[src/rtl/tc_pkg.sv]
package tc_pkg;
  localparam int unsigned CNT_W    = 8;
  localparam int unsigned PS_W     = 3;
  localparam int unsigned ADDR_W   = 2;
  localparam int unsigned SYNC_N   = 2;
  localparam int unsigned FLAG_BIT = 7;

  typedef enum logic [ADDR_W-1:0] {
    ADDR_COUNT = 2'd0,
    ADDR_CTRL  = 2'd1,
    ADDR_STAT  = 2'd2,
    ADDR_NONE  = 2'd3
  } reg_addr_e;

  // control register layout, bit 7 down to bit 0
  typedef struct packed {
    logic            spare;
    logic            irq_dis;
    logic [PS_W-1:0] ps;
    logic            pre_en;
    logic            edge_fall;
    logic            src_ext;
  } ctrl_t;

  localparam logic [CNT_W-1:0] CTRL_RST = 8'h40;
endpackage

[src/rtl/tc_edge_sync.sv]
module tc_edge_sync #(
  parameter int unsigned STAGES = 2
) (
  input  logic clk_i,
  input  logic rst_ni,
  input  logic pin_i,
  input  logic fall_sel_i,
  output logic evt_o
);
  // chain_q[STAGES-1] is the synchronised level, chain_q[STAGES] its previous value
  logic [STAGES:0] chain_q;
  logic [STAGES:0] chain_d;
  logic            lvl_now;
  logic            lvl_old;

  always_comb begin
    chain_d = {chain_q[STAGES-1:0], pin_i};
  end

  always_ff @(posedge clk_i or negedge rst_ni) begin
    if (!rst_ni) chain_q <= '0;
    else         chain_q <= chain_d;
  end

  assign lvl_now = chain_q[STAGES-1];
  assign lvl_old = chain_q[STAGES];

  always_comb begin
    if (fall_sel_i) evt_o = lvl_old & ~lvl_now;
    else            evt_o = lvl_now & ~lvl_old;
  end


  evt_single_chk: assert property (@(posedge clk_i) disable iff (!rst_ni)
    evt_o |=> !evt_o);
endmodule

[src/rtl/tc_prescale.sv]
module tc_prescale #(
  parameter int unsigned PS_W = 3
) (
  input  logic            clk_i,
  input  logic            rst_ni,
  input  logic            en_i,
  input  logic [PS_W-1:0] ps_i,
  input  logic            clr_i,
  input  logic            tick_i,
  output logic            tick_o
);
  localparam int unsigned DIV_W = 2 ** PS_W;
  localparam logic [DIV_W-1:0] ALL1 = '1;

  logic [DIV_W-1:0] div_q;
  logic [DIV_W-1:0] div_d;
  logic [DIV_W-1:0] lim;

  // ratio 2^(ps+1): terminal value has ps+1 low ones
  assign lim = ~(ALL1 << ({1'b0, ps_i} + 1'b1));

  always_comb begin
    div_d  = div_q;
    tick_o = 1'b0;
    if (!en_i) begin
      div_d  = '0;
      tick_o = tick_i;
    end else if (clr_i) begin
      div_d  = '0;
    end else if (tick_i) begin
      if (div_q == lim) begin
        div_d  = '0;
        tick_o = 1'b1;
      end else begin
        div_d  = div_q + 1'b1;
      end
    end
  end

  always_ff @(posedge clk_i or negedge rst_ni) begin
    if (!rst_ni) div_q <= '0;
    else         div_q <= div_d;
  end


  tick_src_chk: assert property (@(posedge clk_i) disable iff (!rst_ni)
    tick_o |-> tick_i);

  div_clr_chk: assert property (@(posedge clk_i) disable iff (!rst_ni)
    clr_i |=> (div_q == '0));
endmodule

[src/rtl/tc_counter.sv]
module tc_counter #(
  parameter int unsigned CNT_W = 8
) (
  input  logic             clk_i,
  input  logic             rst_ni,
  input  logic             load_i,
  input  logic [CNT_W-1:0] load_val_i,
  input  logic             tick_i,
  output logic [CNT_W-1:0] cnt_o,
  output logic             wrap_o
);
  logic [CNT_W-1:0] cnt_q;
  logic [CNT_W-1:0] cnt_d;
  logic             cnt_ce;

  assign cnt_ce = load_i | tick_i;

  always_comb begin
    if (load_i) cnt_d = load_val_i;
    else        cnt_d = cnt_q + 1'b1;
  end

  always_ff @(posedge clk_i or negedge rst_ni) begin
    if (!rst_ni)     cnt_q <= '0;
    else if (cnt_ce) cnt_q <= cnt_d;
  end

  assign cnt_o  = cnt_q;
  assign wrap_o = tick_i & ~load_i & (&cnt_q);


  load_val_chk: assert property (@(posedge clk_i) disable iff (!rst_ni)
    load_i |=> (cnt_q == $past(load_val_i)));

  cnt_hold_chk: assert property (@(posedge clk_i) disable iff (!rst_ni)
    (!load_i && !tick_i) |=> $stable(cnt_q));
endmodule

[src/rtl/tc_top.sv]
module tc_top
  import tc_pkg::*;
(
  input  logic              clk_i,
  input  logic              rst_ni,
  input  logic              wr_en_i,
  input  logic [ADDR_W-1:0] wr_addr_i,
  input  logic [CNT_W-1:0]  wr_data_i,
  input  logic [ADDR_W-1:0] rd_addr_i,
  output logic [CNT_W-1:0]  rd_data_o,
  input  logic              evt_i,
  output logic              irq_o
);
  ctrl_t            ctrl_q;
  ctrl_t            ctrl_d;
  logic             flag_q;
  logic             flag_d;
  logic             irq_q;
  logic             irq_d;
  logic             wr_count;
  logic             wr_ctrl;
  logic             wr_stat;
  logic             evt_tick;
  logic             src_tick;
  logic             cnt_tick;
  logic             wrap;
  logic [CNT_W-1:0] cnt_val;

  assign wr_count = wr_en_i && (wr_addr_i == ADDR_COUNT);
  assign wr_ctrl  = wr_en_i && (wr_addr_i == ADDR_CTRL);
  assign wr_stat  = wr_en_i && (wr_addr_i == ADDR_STAT);

  tc_edge_sync #(.STAGES(SYNC_N)) u_edge (
    .clk_i      (clk_i),
    .rst_ni     (rst_ni),
    .pin_i      (evt_i),
    .fall_sel_i (ctrl_q.edge_fall),
    .evt_o      (evt_tick)
  );

  assign src_tick = ctrl_q.src_ext ? evt_tick : 1'b1;

  tc_prescale #(.PS_W(PS_W)) u_pre (
    .clk_i  (clk_i),
    .rst_ni (rst_ni),
    .en_i   (ctrl_q.pre_en),
    .ps_i   (ctrl_q.ps),
    .clr_i  (wr_count | wr_ctrl),
    .tick_i (src_tick),
    .tick_o (cnt_tick)
  );

  tc_counter #(.CNT_W(CNT_W)) u_cnt (
    .clk_i      (clk_i),
    .rst_ni     (rst_ni),
    .load_i     (wr_count),
    .load_val_i (wr_data_i),
    .tick_i     (cnt_tick),
    .cnt_o      (cnt_val),
    .wrap_o     (wrap)
  );

  always_comb begin
    ctrl_d = ctrl_q;
    if (wr_ctrl) ctrl_d = ctrl_t'(wr_data_i);
  end

  always_comb begin
    flag_d = flag_q;
    if (wr_stat && !wr_data_i[FLAG_BIT]) flag_d = 1'b0;
    if (wrap)                             flag_d = 1'b1;
  end

  assign irq_d = wrap & ~ctrl_q.irq_dis;

  always_ff @(posedge clk_i or negedge rst_ni) begin
    if (!rst_ni) begin
      ctrl_q <= ctrl_t'(CTRL_RST);
      flag_q <= 1'b0;
      irq_q  <= 1'b0;
    end else begin
      ctrl_q <= ctrl_d;
      flag_q <= flag_d;
      irq_q  <= irq_d;
    end
  end

  always_comb begin
    unique case (rd_addr_i)
      ADDR_COUNT: rd_data_o = cnt_val;
      ADDR_CTRL:  rd_data_o = ctrl_q;
      ADDR_STAT:  rd_data_o = {flag_q, {(CNT_W-1){1'b0}}};
      default:    rd_data_o = '0;
    endcase
  end

  assign irq_o = irq_q;


  flag_set_chk: assert property (@(posedge clk_i) disable iff (!rst_ni)
    wrap |=> flag_q);

  irq_flag_chk: assert property (@(posedge clk_i) disable iff (!rst_ni)
    irq_o |-> flag_q);

  irq_pulse_chk: assert property (@(posedge clk_i) disable iff (!rst_ni)
    irq_o |=> !irq_o);

  flag_keep_chk: assert property (@(posedge clk_i) disable iff (!rst_ni)
    (flag_q && !(wr_stat && !wr_data_i[FLAG_BIT])) |=> flag_q);
endmodule

[config.mk]
export PLATFORM = sky130hd
export DESIGN_NAME = tc_top
export DESIGN_NICKNAME = d
export VERILOG_FILES = /design/src/rtl/tc_pkg.sv /design/src/rtl/tc_edge_sync.sv /design/src/rtl/tc_prescale.sv /design/src/rtl/tc_counter.sv /design/src/rtl/tc_top.sv
export SDC_FILE = /design/constraint.sdc
export NUM_CORES = 1
export LEC_CHECK = 0
export ABC_CLOCK_PERIOD_IN_PS = 4700
export BUFFER_PORTS_ARGS = -buffer_cell sky130_fd_sc_hd__buf_2
export CAP_MARGIN = 10
export CORE_MARGIN = 1.5
export CORE_UTILIZATION = 61
export CTS_CLUSTER_SIZE = 10
export DETAILED_ROUTE_END_ITERATION = 6
export PLACE_DENSITY = 0.84
export RECOVER_POWER = 25
export REMOVE_ABC_BUFFERS = 1
export SYNTH_ARGS = -nofsm -noshare
export SYNTH_HDL_FRONTEND = slang
export SYNTH_HIERARCHICAL = 1
export SYNTH_SLANG_ARGS = --single-unit
[constraint.sdc]
create_clock -name clk_i -period 4.7 [get_ports clk_i]
set_input_delay 1.175 -clock clk_i [delete_from_list [all_inputs] [get_ports clk_i]]
set_output_delay 1.175 -clock clk_i [all_outputs]
set_load 0.01 [all_outputs]
After elaboration in Yosys (flattened, before gate mapping)
Index checks and enable logic that the tools add are counted.

storage, ports and cells
  flip-flop bits (word level) = 29
  input bits = 16
  output and inout port bits = 9
  logic and storage cells = 56

cells by class
  add/subtract/negate cells = 3
  eq/ne operators = 6
  shifts and indexed selects = 1
  multiplexer cells = 14
  bitwise operators = 12
  reduce and logical (&&, ||, !) cells = 9

operators by type and width
  cell                   number
  $mux W8                5
  $pmux W8 S3            1
  $add A8 B1 Y8 const B  2
  $eq A8 B8 Y1           1
  $mux W1                8
  $not A8 Y8             1
  $reduce_and A8 Y1      1
  $shl A8 B4 Y8 const A  1
  $and A1 B1 Y1          5
  $add A3 B1 Y4 const B  1
  $eq A2 B1 Y1 const B   2
  $eq A2 B2 Y1 const B   2
  $logic_and A1 B1 Y1    4
  $logic_not A2 Y1       2
  $not A1 Y1             4
  $ne A3 B1 Y1 const B   1
  $or A1 B1 Y1           2
  $reduce_bool A2 Y1     1
  $logic_not A1 Y1       1

Depth between registers and ports, before layout
  depth after elaboration = 11
  depth in mapped cells = 12

By module
The synthesis kept the hierarchy.

modules (own cells, without submodules)
  module        instances  cells an instance  area each (um2)  seq. area each (um2)
  tc_prescale   1          88                 670.6            200.2
  tc_top        1          44                 536.8            251.5
  tc_counter    1          50                 457.9            200.2
  tc_edge_sync  1          6                  97.6             75.1

Least setup slack after synthesis
Ideal clock, no wire load.

  kind = register to register
  start point = reg ctrl_q[4] (netlist bit)
  end point = reg u_cnt.cnt_q[5] (netlist: u_cnt/cnt_o[5])
  library setup time = 0.069 ns
  arrival = 2.899 ns
  required time = 4.631 ns
  slack = 1.732 ns
  stages on the path, launching flop included = 12
  period minus slack after synthesis = 2.968 ns
  cells stage by stage = dfrtp_1 -> ha_1 -> ha_1 -> or4_1 -> nor3_2 -> a21oi_2 -> or3_1 -> a21oi_1 -> buf_4 -> nand4_2 -> or4_1 -> nand3_1

between the ends
  longest elaborated chain between the ends = 9

RTL lines
  what                    RTL line           source
  start, declared         tc_top.sv:14       ctrl_t ctrl_q;
  start signal, assigned  tc_top.sv:78       ctrl_q <= ctrl_t'(CTRL_RST);
  start signal, assigned  tc_top.sv:82       ctrl_q <= ctrl_d;
  $add A3 B1 Y4           tc_prescale.sv:20  assign lim = ~(ALL1 << ({1'b0, ps_i} + 1'b1));
  $shl A8 B4 Y8           tc_prescale.sv:20
  $not A8 Y8              tc_prescale.sv:20
  $eq A8 B8 Y1            tc_prescale.sv:31  if (div_q == lim) begin
  $mux W1                 tc_prescale.sv:31
  $mux W1                 tc_prescale.sv:30  end else if (tick_i) begin
  $mux W1                 tc_prescale.sv:28  end else if (clr_i) begin
  $mux W1                 tc_prescale.sv:25  if (!en_i) begin
  via cnt_tick            tc_top.sv:25       logic cnt_tick;
  $or A1 B1 Y1            tc_counter.sv:16   assign cnt_ce = load_i | tick_i;
  end signal, assigned    tc_counter.sv:25   else if (cnt_ce) cnt_q <= cnt_d;
  end, declared           tc_counter.sv:12   logic [CNT_W-1:0] cnt_q;

The timed path passes the listed nets, and every way through them passes these cells.
A chain may end at the register's enable or synchronous reset.

Worst setup path in the final report
  start point = reg ctrl_q[4] (netlist bit)
  end point = reg u_cnt.cnt_q[7] (netlist: u_cnt/cnt_o[7])

Same word-level chain as after synthesis.

==> reports/metrics.yaml <==
outcome:
  status: "finished, violations left"
  violations: "capacitance limit, slew limit"
floorplan:
  start_util: 0.639
  io_pins: 25
  die_y_um: 56.8
  num_rows: 19
  die_x_um: 56.8
  die_area_um2: 3220
  core-area_um2: 2760
place:
  port_buffers: 24
  dpl_worst_slack_ps: 1280
  gp_congestion: 0.893
  dp_hpwl_um: 2710
power:
  ir_worst_vdd_uv: 409
  leakage_uw: 0.000899
  p_per_area_nw_per_um2: 381
clock_network:
  post-cts-setup-buffers: 0
  clockBufferDepth: 2
  worstSkewPairLatency_ps: 340
  cts_hold_buf: 0
  post_cts_resized: 0
  cts_tree: "yes"
  root_buffer: "clkbuf_4"
  path_clk_slew_ps: 100
  clkSinkCount: 29
  cts_max_level: 2
  numCtsBuffers: 5
logic_synthesis:
  synth-xor-area-share: 0.0348
  yosys.area_share.adder: 0.0284
  synth_cell_types: 48
  ys_warn_count: 6
  netlist_instances: 188
  ys_ff_latch: 29
  async_flop_share: 1.00
  synth-simple-area-share: 0.268
  netlist_area_um2: 1760
  synth_edf_count: 0
  ys_seq_area_frac: 0.412
  synth-main-ff-cell: "dfrtp_1"
  synth_top_family_by_area: "simple AND/OR/NAND/NOR gates"
  synthMuxAreaShare: 0.102
  avgSynthCellArea_um2: 9.38
  synth_compound_area_frac: 0.109
critical_path:
  arrival_ps: 3730
  reg2reg_to: "u_cnt/cnt_o[7]$_DFFE_PN0P_"
  crit_type: "reg2reg"
  crit_fanout: 8
  critPathRequiredTime_ps: 4970
  rr_worst_depth: 10
  rrSetupSlack_ps: 1250
  r2r_start: "ctrl_q[4]$_DFFE_PN0P_"
  startpoint_type: "register"
  worstSetupEndpointType: "register"
drt:
  first_iter_violations: 74
  drt-total-wl_um: 3670
  via_per_inst: 6.01
  detail-route-antenna-nets: 0
  firstDrtPassIters: 7
  drc_errors: 0
  wire_per_inst_um: 15.2
  route.vias.total: 1449
layout:
  nets: 229
  drive_above_1_share: 0.229
  final_common_cell: "dfrtp_1"
  fillCellCount: 217
  diodes: 0
  syn_to_final_growth_pct: 8.80
  layout_common_cells: "dfrtp_1 (28), nand2_1 (27), buf_2 (23)"
timing:
  fin_crit_sh: 0.735
  maxSlewViolCount: 30
  setup_tns_ps: 0
  period_minus_slack_ps: 3450
  fmax_mhz: 289
  rsz0062_at_grt: "no"
  finalHoldViolCount: 0
  setup_ws_ps: 1250
  clock_skew_ps: 11.4
  max_slew.worst_pin.slew_ps: 1520
  setup_viol: 0
  slew-limit-headroom: -0.0142
min_path:
  min_from: "u_edge/chain_q[0]$_DFF_PN0_"
  min_to: "u_edge/chain_q[1]$_DFF_PN0_"
  hold_class: "reg2reg"
  hold_depth: 0
job:
  drv_cap: 1
global_route:
  antenna_found_initial: 0
  grt_max_degree: 30
  track_usage: 0.252
  grt_pass1_wl_um: 6220
  grt_overflow: 0
  grt_pass1_vias: 1393
state kept, by name, indices dropped and copies added (netlist names):
name,count
ctrl_q,8
flag_q,1
irq_o,1
u_cnt/cnt_o,8
u_edge/chain_q,3
u_pre/div_q,8
critical path: stages, from the launching register on:
cell and delay (ps):
dfrtp_1 450, ha_1 230, ha_1 360, or4_1 560, nor3_2 140, a21oi_2 100, or3_1 330, a21oi_1 460
nand4_2 220, or4_1 440, nand3_1 100
metrics by stage:
step	cell area, µm²	hold WS (ps)	total power [µW]	utilization	instances
2_1_floorplan	1710	331	507	-	178
3_3_place_gp	1860	342	566	0.676	233
3_5_place_dp	1860	341	583	0.676	233
4_1_cts	1920	383	733	0.696	241
5_1_grt	1920	381	781	0.696	241
6_report	1920	372	730	0.696	241
metal layers:
| metal | vias up | GRT usage | wire [µm] |
|---|---|---|---|
| met4 | 0 | 0.0897 | 45 |
| met1 | 690 | 0.308 | 1610 |
| met3 | 5 | 0.0714 | 194 |
| met5 | - | 0 | 0 |
| met2 | 45 | 0.424 | 1830 |
| li1 | 709 | - | - |
cell families (layout without fill, tap and decap cells):
kind of cell               Yosys count  in the layout
and+or+nand+nor                     85             85
AOI/OAI and AO/OA                   30             30
DFF                                 29             29
muxes                               17             17
buffers and inverters               16             38
xor gates and xnor gates             7              7
adders and majority gates            4              4
how the worst max path moves through the flow:
stage	startpoint	endpoint	slack [ps]	cells after the start
CTS	ctrl_q[4]$_DFFE_PN0P_	u_cnt/cnt_o[7]$_DFFE_PN0P_	1260	10
floorplan	ctrl_q[4]$_DFFE_PN0P_	u_cnt/cnt_o[5]$_DFFE_PN0P_	1550	10
global route	ctrl_q[4]$_DFFE_PN0P_	irq_o$_DFF_PN0_	1050	10
detailed placement	ctrl_q[4]$_DFFE_PN0P_	u_cnt/cnt_o[7]$_DFFE_PN0P_	1280	10
global placement	ctrl_q[4]$_DFFE_PN0P_	u_cnt/cnt_o[5]$_DFFE_PN0P_	1390	10
finish	ctrl_q[4]$_DFFE_PN0P_	u_cnt/cnt_o[7]$_DFFE_PN0P_	1250	10
layout make-up:
cell class | instances | area, µm² | area share
timing repair buffer | 24 | 119 | 0.0620
tap | 31 | 38.8 | 0.0202
multi-input combinational | 143 | 956 | 0.498
sequential | 29 | 727 | 0.379
clock inverter | 3 | 17.5 | 0.00913
inverter | 6 | 22.5 | 0.0117
clock buffer | 5 | 37.5 | 0.0196
synth_stat cells, types with 2 or more instances:
master | n | area (µm²)
ha_1 | 4 | 50.1
nand2_1 | 27 | 101
buf_4 | 2 | 15.0
dfrtp_1 | 28 | 701
mux2_2 | 8 | 90.1
o211ai_1 | 2 | 15.0
o21ai_0 | 12 | 60.1
buf_2 | 3 | 15.0
nor2b_1 | 5 | 31.3
nand3b_1 | 2 | 15.0
or2_2 | 2 | 12.5
nor2_1 | 12 | 45.0
o221ai_1 | 4 | 35.0
inv_1 | 6 | 22.5
xnor2_1 | 3 | 26.3
nand4_1 | 3 | 18.8
o31ai_1 | 2 | 15.0
a21oi_1 | 3 | 15.0
nand2b_1 | 2 | 12.5
xor2_1 | 4 | 35.0
nor3b_1 | 2 | 15.0
and2_1 | 4 | 25.0
nand3_1 | 9 | 45.0
and3_1 | 2 | 12.5
mux2i_1 | 9 | 90.1
or4_1 | 4 | 30.0
clkbuf_1 | 2 | 7.51
nor4b_1 | 2 | 17.5
power by group:
part | total [µW] | leakage [µW] | switching, µW | internal [µW]
clock | 146 | 0.0000310 | 90.1 | 56.2
combinational | 222 | 0.000503 | 120 | 103
sequential | 361 | 0.000365 | 65.6 | 296
total | 730 | 0.000899 | 275 | 455
Power figures use the tool's default switching activity.
